## config.mk

```make
export PLATFORM = sky130hd
export DESIGN_NAME = pwr_part_ctrl
export DESIGN_NICKNAME = d
export VERILOG_FILES = /design/src/rtl/pwr_part_pkg.sv /design/src/rtl/pg_delay.sv /design/src/rtl/pg_partition.sv /design/src/rtl/pg_regdec.sv /design/src/rtl/pwr_part_ctrl.sv
export SDC_FILE = /design/constraint.sdc
export NUM_CORES = 1
export LEC_CHECK = 0
export BUFFER_PORTS_ARGS = -buffer_cell sky130_fd_sc_hd__buf_2
export CORE_AREA = 2 2 138 275
export CTS_BUF_LIST = sky130_fd_sc_hd__clkbuf_16
export CTS_CLUSTER_DIAMETER = 60
export DETAILED_ROUTE_END_ITERATION = 10
export DIE_AREA = 0 0 140 277
export PLACE_DENSITY = 0.67
export SETUP_SLACK_MARGIN = 0.3
export SYNTH_ARGS = -nofsm -noshare
export SYNTH_HDL_FRONTEND = slang
export SYNTH_HIERARCHICAL = 1
export SYNTH_SLANG_ARGS = --single-unit
```

## constraint.sdc

```tcl
create_clock -name clk -period 5.55 [get_ports clk]
set_input_delay 1.11 -clock clk [delete_from_list [all_inputs] [get_ports clk]]
set_output_delay 1.11 -clock clk [all_outputs]
set_load 0.03 [all_outputs]
```

## src/rtl/pwr_part_pkg.sv

```systemverilog
package pwr_part_pkg;
  localparam int unsigned OFS_CSTAT  = 'h02C;
  localparam int unsigned OFS_TOGGLE = 'h030;
  localparam int unsigned OFS_CCMD   = 'h034;
  localparam int unsigned OFS_PSTAT  = 'h038;
  localparam int unsigned IDX_W      = 5;
  localparam int unsigned START_BIT  = 8;
  localparam int unsigned ERR_BIT    = 9;

  typedef enum logic [2:0] {
    RS_NONE,
    RS_TOGGLE,
    RS_CCMD,
    RS_PSTAT,
    RS_CSTAT
  } reg_sel_e;

  // Command-bit position of a partition (self-inverse exchange of a and b).
  function automatic int unsigned swap_pos(int unsigned i, int unsigned a, int unsigned b);
    return (i == a) ? b : ((i == b) ? a : i);
  endfunction
endpackage

```

## src/rtl/pg_delay.sv

```systemverilog
// Countdown standing in for a power switch: busy for DLY cycles, then acknowledges.
module pg_delay #(
  parameter int unsigned DLY = 4
) (
  input  logic clk,
  input  logic rst_n,
  input  logic start,
  input  logic abort,
  output logic busy,
  output logic done
);
  localparam int unsigned CW = $clog2(DLY + 1);
  logic [CW-1:0] cnt;

  assign done = busy && (cnt == CW'(1));

  always_ff @(posedge clk or negedge rst_n) begin
    if (!rst_n) begin
      busy <= 1'b0;
      cnt  <= '0;
    end else if (abort) begin
      busy <= 1'b0;
      cnt  <= '0;
    end else if (start && !busy) begin
      busy <= 1'b1;
      cnt  <= CW'(DLY);
    end else if (busy) begin
      if (done) busy <= 1'b0;
      cnt <= cnt - CW'(1);
    end
  end
endmodule

```

## src/rtl/pg_partition.sv

```systemverilog
// One partition: power switch, clamp-release sequencer, power and clamp state.
module pg_partition #(
  parameter int unsigned TOG_DLY = 6,
  parameter int unsigned CLR_DLY = 4
) (
  input  logic clk,
  input  logic rst_n,
  input  logic tog_start,
  input  logic clr_start,
  output logic pwr,
  output logic clamp,
  output logic tog_busy,
  output logic clr_busy
);
  logic tog_done, clr_done, going_off;

  assign going_off = tog_done && pwr;

  pg_delay #(.DLY(TOG_DLY)) u_switch (
    .clk(clk), .rst_n(rst_n), .start(tog_start), .abort(1'b0),
    .busy(tog_busy), .done(tog_done)
  );

  pg_delay #(.DLY(CLR_DLY)) u_release (
    .clk(clk), .rst_n(rst_n), .start(clr_start), .abort(going_off),
    .busy(clr_busy), .done(clr_done)
  );

  always_ff @(posedge clk or negedge rst_n) begin
    if (!rst_n) begin
      pwr   <= 1'b0;
      clamp <= 1'b1;
    end else begin
      if (tog_done) pwr <= ~pwr;
      if (going_off)     clamp <= 1'b1;
      else if (clr_done) clamp <= 1'b0;
    end
  end
endmodule

```

## src/rtl/pg_regdec.sv

```systemverilog
module pg_regdec #(
  parameter int unsigned AW = 12
) (
  input  logic [AW-1:0]          addr,
  output pwr_part_pkg::reg_sel_e sel
);
  import pwr_part_pkg::*;
  always_comb begin
    if      (addr == AW'(OFS_TOGGLE)) sel = RS_TOGGLE;
    else if (addr == AW'(OFS_CCMD))   sel = RS_CCMD;
    else if (addr == AW'(OFS_PSTAT))  sel = RS_PSTAT;
    else if (addr == AW'(OFS_CSTAT))  sel = RS_CSTAT;
    else                              sel = RS_NONE;
  end
endmodule

```

## src/rtl/pwr_part_ctrl.sv

```systemverilog
module pwr_part_ctrl #(
  parameter int unsigned NUM_PART = 32,
  parameter int unsigned TOG_DLY  = 6,
  parameter int unsigned CLR_DLY  = 4,
  parameter int unsigned SWAP_A   = 4,
  parameter int unsigned SWAP_B   = 9,
  parameter int unsigned AW       = 12,
  parameter int unsigned DW       = 32
) (
  input  logic          clk,
  input  logic          rst_n,
  input  logic          wr_en,
  input  logic [AW-1:0] addr,
  input  logic [DW-1:0] wdata,
  output logic [DW-1:0] rdata
);
  import pwr_part_pkg::*;

  reg_sel_e             sel;
  logic [NUM_PART-1:0]  pwr_vec, clamp_vec, cbusy_vec, tbusy_vec;
  logic [NUM_PART-1:0]  tog_start, clr_req, clr_start, cmd_view;
  logic [IDX_W-1:0]     wr_idx, last_idx;
  logic                 tog_any, tog_go, err_q, err_hit;
  logic                 wr_tog, wr_ccmd;

  pg_regdec #(.AW(AW)) u_dec (.addr(addr), .sel(sel));

  assign wr_tog  = wr_en && (sel == RS_TOGGLE);
  assign wr_ccmd = wr_en && (sel == RS_CCMD);
  assign wr_idx  = wdata[IDX_W-1:0];
  assign tog_any = |tbusy_vec;
  assign tog_go  = wr_tog && wdata[START_BIT] && !tog_any &&
                   (32'(wr_idx) < NUM_PART);

  for (genvar p = 0; p < NUM_PART; p++) begin : g_part
    localparam int unsigned CBIT = swap_pos(p, SWAP_A, SWAP_B);
    assign tog_start[p] = tog_go && (32'(wr_idx) == p);
    assign clr_req[p]   = wr_ccmd && wdata[CBIT];
    assign clr_start[p] = clr_req[p] && pwr_vec[p] && !cbusy_vec[p];
    assign cmd_view[CBIT] = cbusy_vec[p];

    pg_partition #(.TOG_DLY(TOG_DLY), .CLR_DLY(CLR_DLY)) u_part (
      .clk(clk), .rst_n(rst_n),
      .tog_start(tog_start[p]), .clr_start(clr_start[p]),
      .pwr(pwr_vec[p]), .clamp(clamp_vec[p]),
      .tog_busy(tbusy_vec[p]), .clr_busy(cbusy_vec[p])
    );
  end

  assign err_hit = |(clr_req & ~pwr_vec);

  always_ff @(posedge clk or negedge rst_n) begin
    if (!rst_n) begin
      last_idx <= '0;
      err_q    <= 1'b0;
    end else begin
      if (tog_go) last_idx <= wr_idx;
      if (err_hit)                          err_q <= 1'b1;
      else if (wr_tog && wdata[ERR_BIT])    err_q <= 1'b0;
    end
  end

  always_comb begin
    rdata = '0;
    unique case (sel)
      RS_TOGGLE: begin
        rdata[IDX_W-1:0] = last_idx;
        rdata[START_BIT] = tog_any;
        rdata[ERR_BIT]   = err_q;
      end
      RS_CCMD:  rdata[NUM_PART-1:0] = cmd_view;
      RS_PSTAT: rdata[NUM_PART-1:0] = pwr_vec;
      RS_CSTAT: rdata[NUM_PART-1:0] = clamp_vec;
      default:  rdata = '0;
    endcase
  end
endmodule

```

==> flow_summary.yaml <==
status:
  status: "finished with violations"
  violations: "DRC"
critical_path:
  worstReg2RegStart: "g_part[25].u_part/u_switch/busy"
  reg2regPathDepth: 7
  critPathLaunchType: "input pin"
  cp_top_family: "simple AND/OR/NAND/NOR gates"
  cpPeakStageDelay_ns: 0.56
  cp_max_fo: 21
  cpMaxStageDelayCell: "or4_4"
  cp-end-kind: "output port"
  arrival_ns: 3.58
  worstReg2RegEnd: "g_part[16].u_part/u_switch/cnt[1]"
  cp_num_buf_inv: 4
  crit_chain: "buf_2 > or4_4 > nor4_2 > nor2b_1 > buf_4 > nor2b_4 > buf_4 > nand2_1 > o211ai_1 > buf_2"
  worstSetupPathType: "input pin to output port"
  required_ns: 4.44
  reg2reg_slack_ns: 2.09
synthesis:
  synth-xor-area-share_pct: 4.677
  ys_seq_area_share_pct: 45.13
  yosysTopAreaCell: "dfrtp_1"
  yosysMostFrequentCell: "dfrtp_1"
  syn-cell-area_sq_mm: 0.01816
  synth.area.top_cells: "dfrtp_1 (41%), ha_1 (8.8%), nor3_1 (5.3%), dfstp_2 (4.6%), or3b_1 (4.6%)"
  syn_avg_cell_area_sq_um: 10.15
  yosysUniqueCellTypes: 40
  yosysWarningCount: 6
  yosys-top-cells-count: "dfrtp_1 (294), nor3_1 (193), inv_1 (192)"
  synth_ff_type: "dfrtp_1"
  ys_seq_elements: 326
  synth_compound_area_share_pct: 10.39
  synth-simple-area-share_pct: 23.86
  synthMuxAreaShare_pct: 2.073
  synth-edff-count: 0
  synth_adder_area_share_pct: 8.817
  synth_top_family_by_area: "simple AND/OR/NAND/NOR gates"
  syn-instance-count: 1790
  synth_top_area_share_pct: 40.50
  ys_async_sr_fraction_pct: 100.0
route:
  dr.pass1.iters: 10
  wirelength_mm: 38.44
  first_iter_violations: 549
  wl_per_cell_um: 15.54
  route.detailed.drc: 6
  antenna_left: 0
  vias_per_cell: 5.192
  vias: 12850
pwr:
  pwr_density_cell_mw_per_mm2: 223.9
  clockPowerShare_pct: 45.8
  intPower_mw: 3.588
  vdd_drop_max_uv: 204.6
  p_sw_share_pct: 21.96
  combPwrFrac_pct: 2.5
  seqPwrFrac_pct: 51.7
  leakage_nw: 9.988
  p_total_mw: 4.598
  p_sw_mw: 1.010
floorplanning:
  ioPinCount: 79
  core_sq_mm: 0.03691
  die_x_um: 140
  rows: 100
  initial_utilization_pct: 49.21
  die-area_sq_mm: 0.03878
  fp.dieH_um: 277
final_layout:
  syn_to_final_growth_pct: 13.07
  drive_above_1_share_pct: 15.04
  final_core_util_pct: 55.64
  finalNonFillerCells: 2474
  num_antenna_cells: 0
  fill_cells: 3244
  nNetsFinal: 2166
timing:
  rsz0062_at_grt: "no"
  maxSlewHeadroom_pct: 45.19
  finalHoldViolations: 0
  setup_tns_ns: 0
  fin_crit_sh_pct: 84.59
  report.final.slew_viol_count: 0
  worst_slew_pin_slew_ns: 0.8221
  finalCriticalPeriod_ns: 4.695
  finalSetupViolCount: 0
  fmax_mhz: 213.0
  skew_ns: 0.01844
clock_network:
  post-cts-setup-buffer-count: 0
  cts_num_sinks: 326
  cts_root_buf: "clkbuf_16"
  cts_max_level: 1
  clk_pin_slew_ns: 0.06
  clk_path_buf_depth: 3
  post_cts_resized: 0
  cts_tree: "yes"
  ctsHoldBuffers: 0
  clock_latency_ns: 0.58
  cts_buffers: 31
min_path:
  hold_path_depth: 1
  min_to: "g_part[23].u_part/clamp"
  hold_path.class: "flip-flop to flip-flop"
  worstHoldStart: "g_part[23].u_part/clamp"
global_routing:
  grt_overflow: 0
  first_global_vias: 12340
  grt_max_degree: 103
  grt_pass1_wl_mm: 64.23
  grt_antenna_before_repair: 0
  grt_usage_pct: 20.25
job:
  maxCapViolations: 0
placed_design:
  hpwl_mm: 27.00
  dp_cells: 2417
  portBuffers: 78
  gp_congestion: 0.7906
## stage by stage
stage | hold slack, ns | cell area [sq um] | setup slack [ns]
floorplan | 0.4487 | 18520 | 1.095
global placement | 0.4915 | 19560 | 0.8690
detailed placement | 0.4977 | 19560 | 0.7940
CTS | 0.5121 | 20540 | 0.7907
global route | 0.5186 | 20540 | 0.6979
finish | 0.5092 | 20540 | 0.8552
## cell type report
cell class	instances	area, sq um	share of cell area [%]
multi-input combinational	1350	9548	46.49
sequential	326	8198	39.92
clock buffer	31	775.7	3.777
inverter	192	720.7	3.509
tap	459	574.3	2.796
timing repair buffer	90	515.5	2.510
clock inverter	26	205.2	0.9991
## per-layer routing
| metal | vias to the layer above | share of wire (%) | global-route usage (%) |
|---|---|---|---|
| met2 | 206 | 48 | 34.15 |
| met1 | 6147 | 46 | 27.97 |
| met4 | 0 | 2.2 | 5.051 |
| met5 | - | 0 | 0 |
| li1 | 6435 | - | - |
| met3 | 58 | 3.5 | 2.265 |
## sequential cells by signal, summed over array words and instances (netlist names)
register                      flops
last_idx                          5
g_part.u_part/u_switch/cnt       96
err_q                             1
g_part.u_part/u_release/busy     32
g_part.u_part/clamp              32
g_part.u_part/pwr                32
g_part.u_part/u_release/cnt      96
g_part.u_part/u_switch/busy      32
## power by group through the flow
| stage | sequential (mW) | clock (mW) | combinational [mW] |
|---|---|---|---|
| final | 2.38 | 2.11 | 0.113 |
| after global routing | 2.38 | 2.26 | 0.133 |
| after CTS | 2.38 | 2.17 | 0.116 |
| after detailed placement | 2.42 | 0 | 0.116 |
| after global placement | 2.42 | 0 | 0.116 |
| after floorplan | 2.42 | 0 | 0.0283 |
## worst max path at each step
stage,from,endpoint,cells after the start
3_5_place_dp,addr[9],rdata[8],10
2_1_floorplan,addr[9],rdata[13],6
5_1_grt,addr[9],rdata[8],10
6_report,addr[9],rdata[8],10
4_1_cts,addr[9],rdata[8],10
3_3_place_gp,addr[9],rdata[8],10
## cell families (layout without fill, tap and decap cells)
kind of cell | count (synthesis) | in the layout
xor gates and xnor gates | 97 | 97
muxes | 37 | 37
and+or+nand+nor | 680 | 680
buffers and inverters | 210 | 339
adders and majority gates | 128 | 128
other | 32 | 128
AOI/OAI and AO/OA | 280 | 280
DFF | 326 | 326
## placed cells by master, fill, tap and decap left out, types with 33 or more instances in the layout
cell and n:
xnor2_1 64, a21oi_1 64, inv_1 201, ha_1 128
xor2_1 33, or3b_1 96, nor2_1 97, buf_2 77
nor3_1 193, and3b_2 64, nand2_1 64, dfrtp_1 294
conb_1 128, a211oi_1 96, or2b_1 96
No activity file was read; power rests on OpenSTA's default activity.
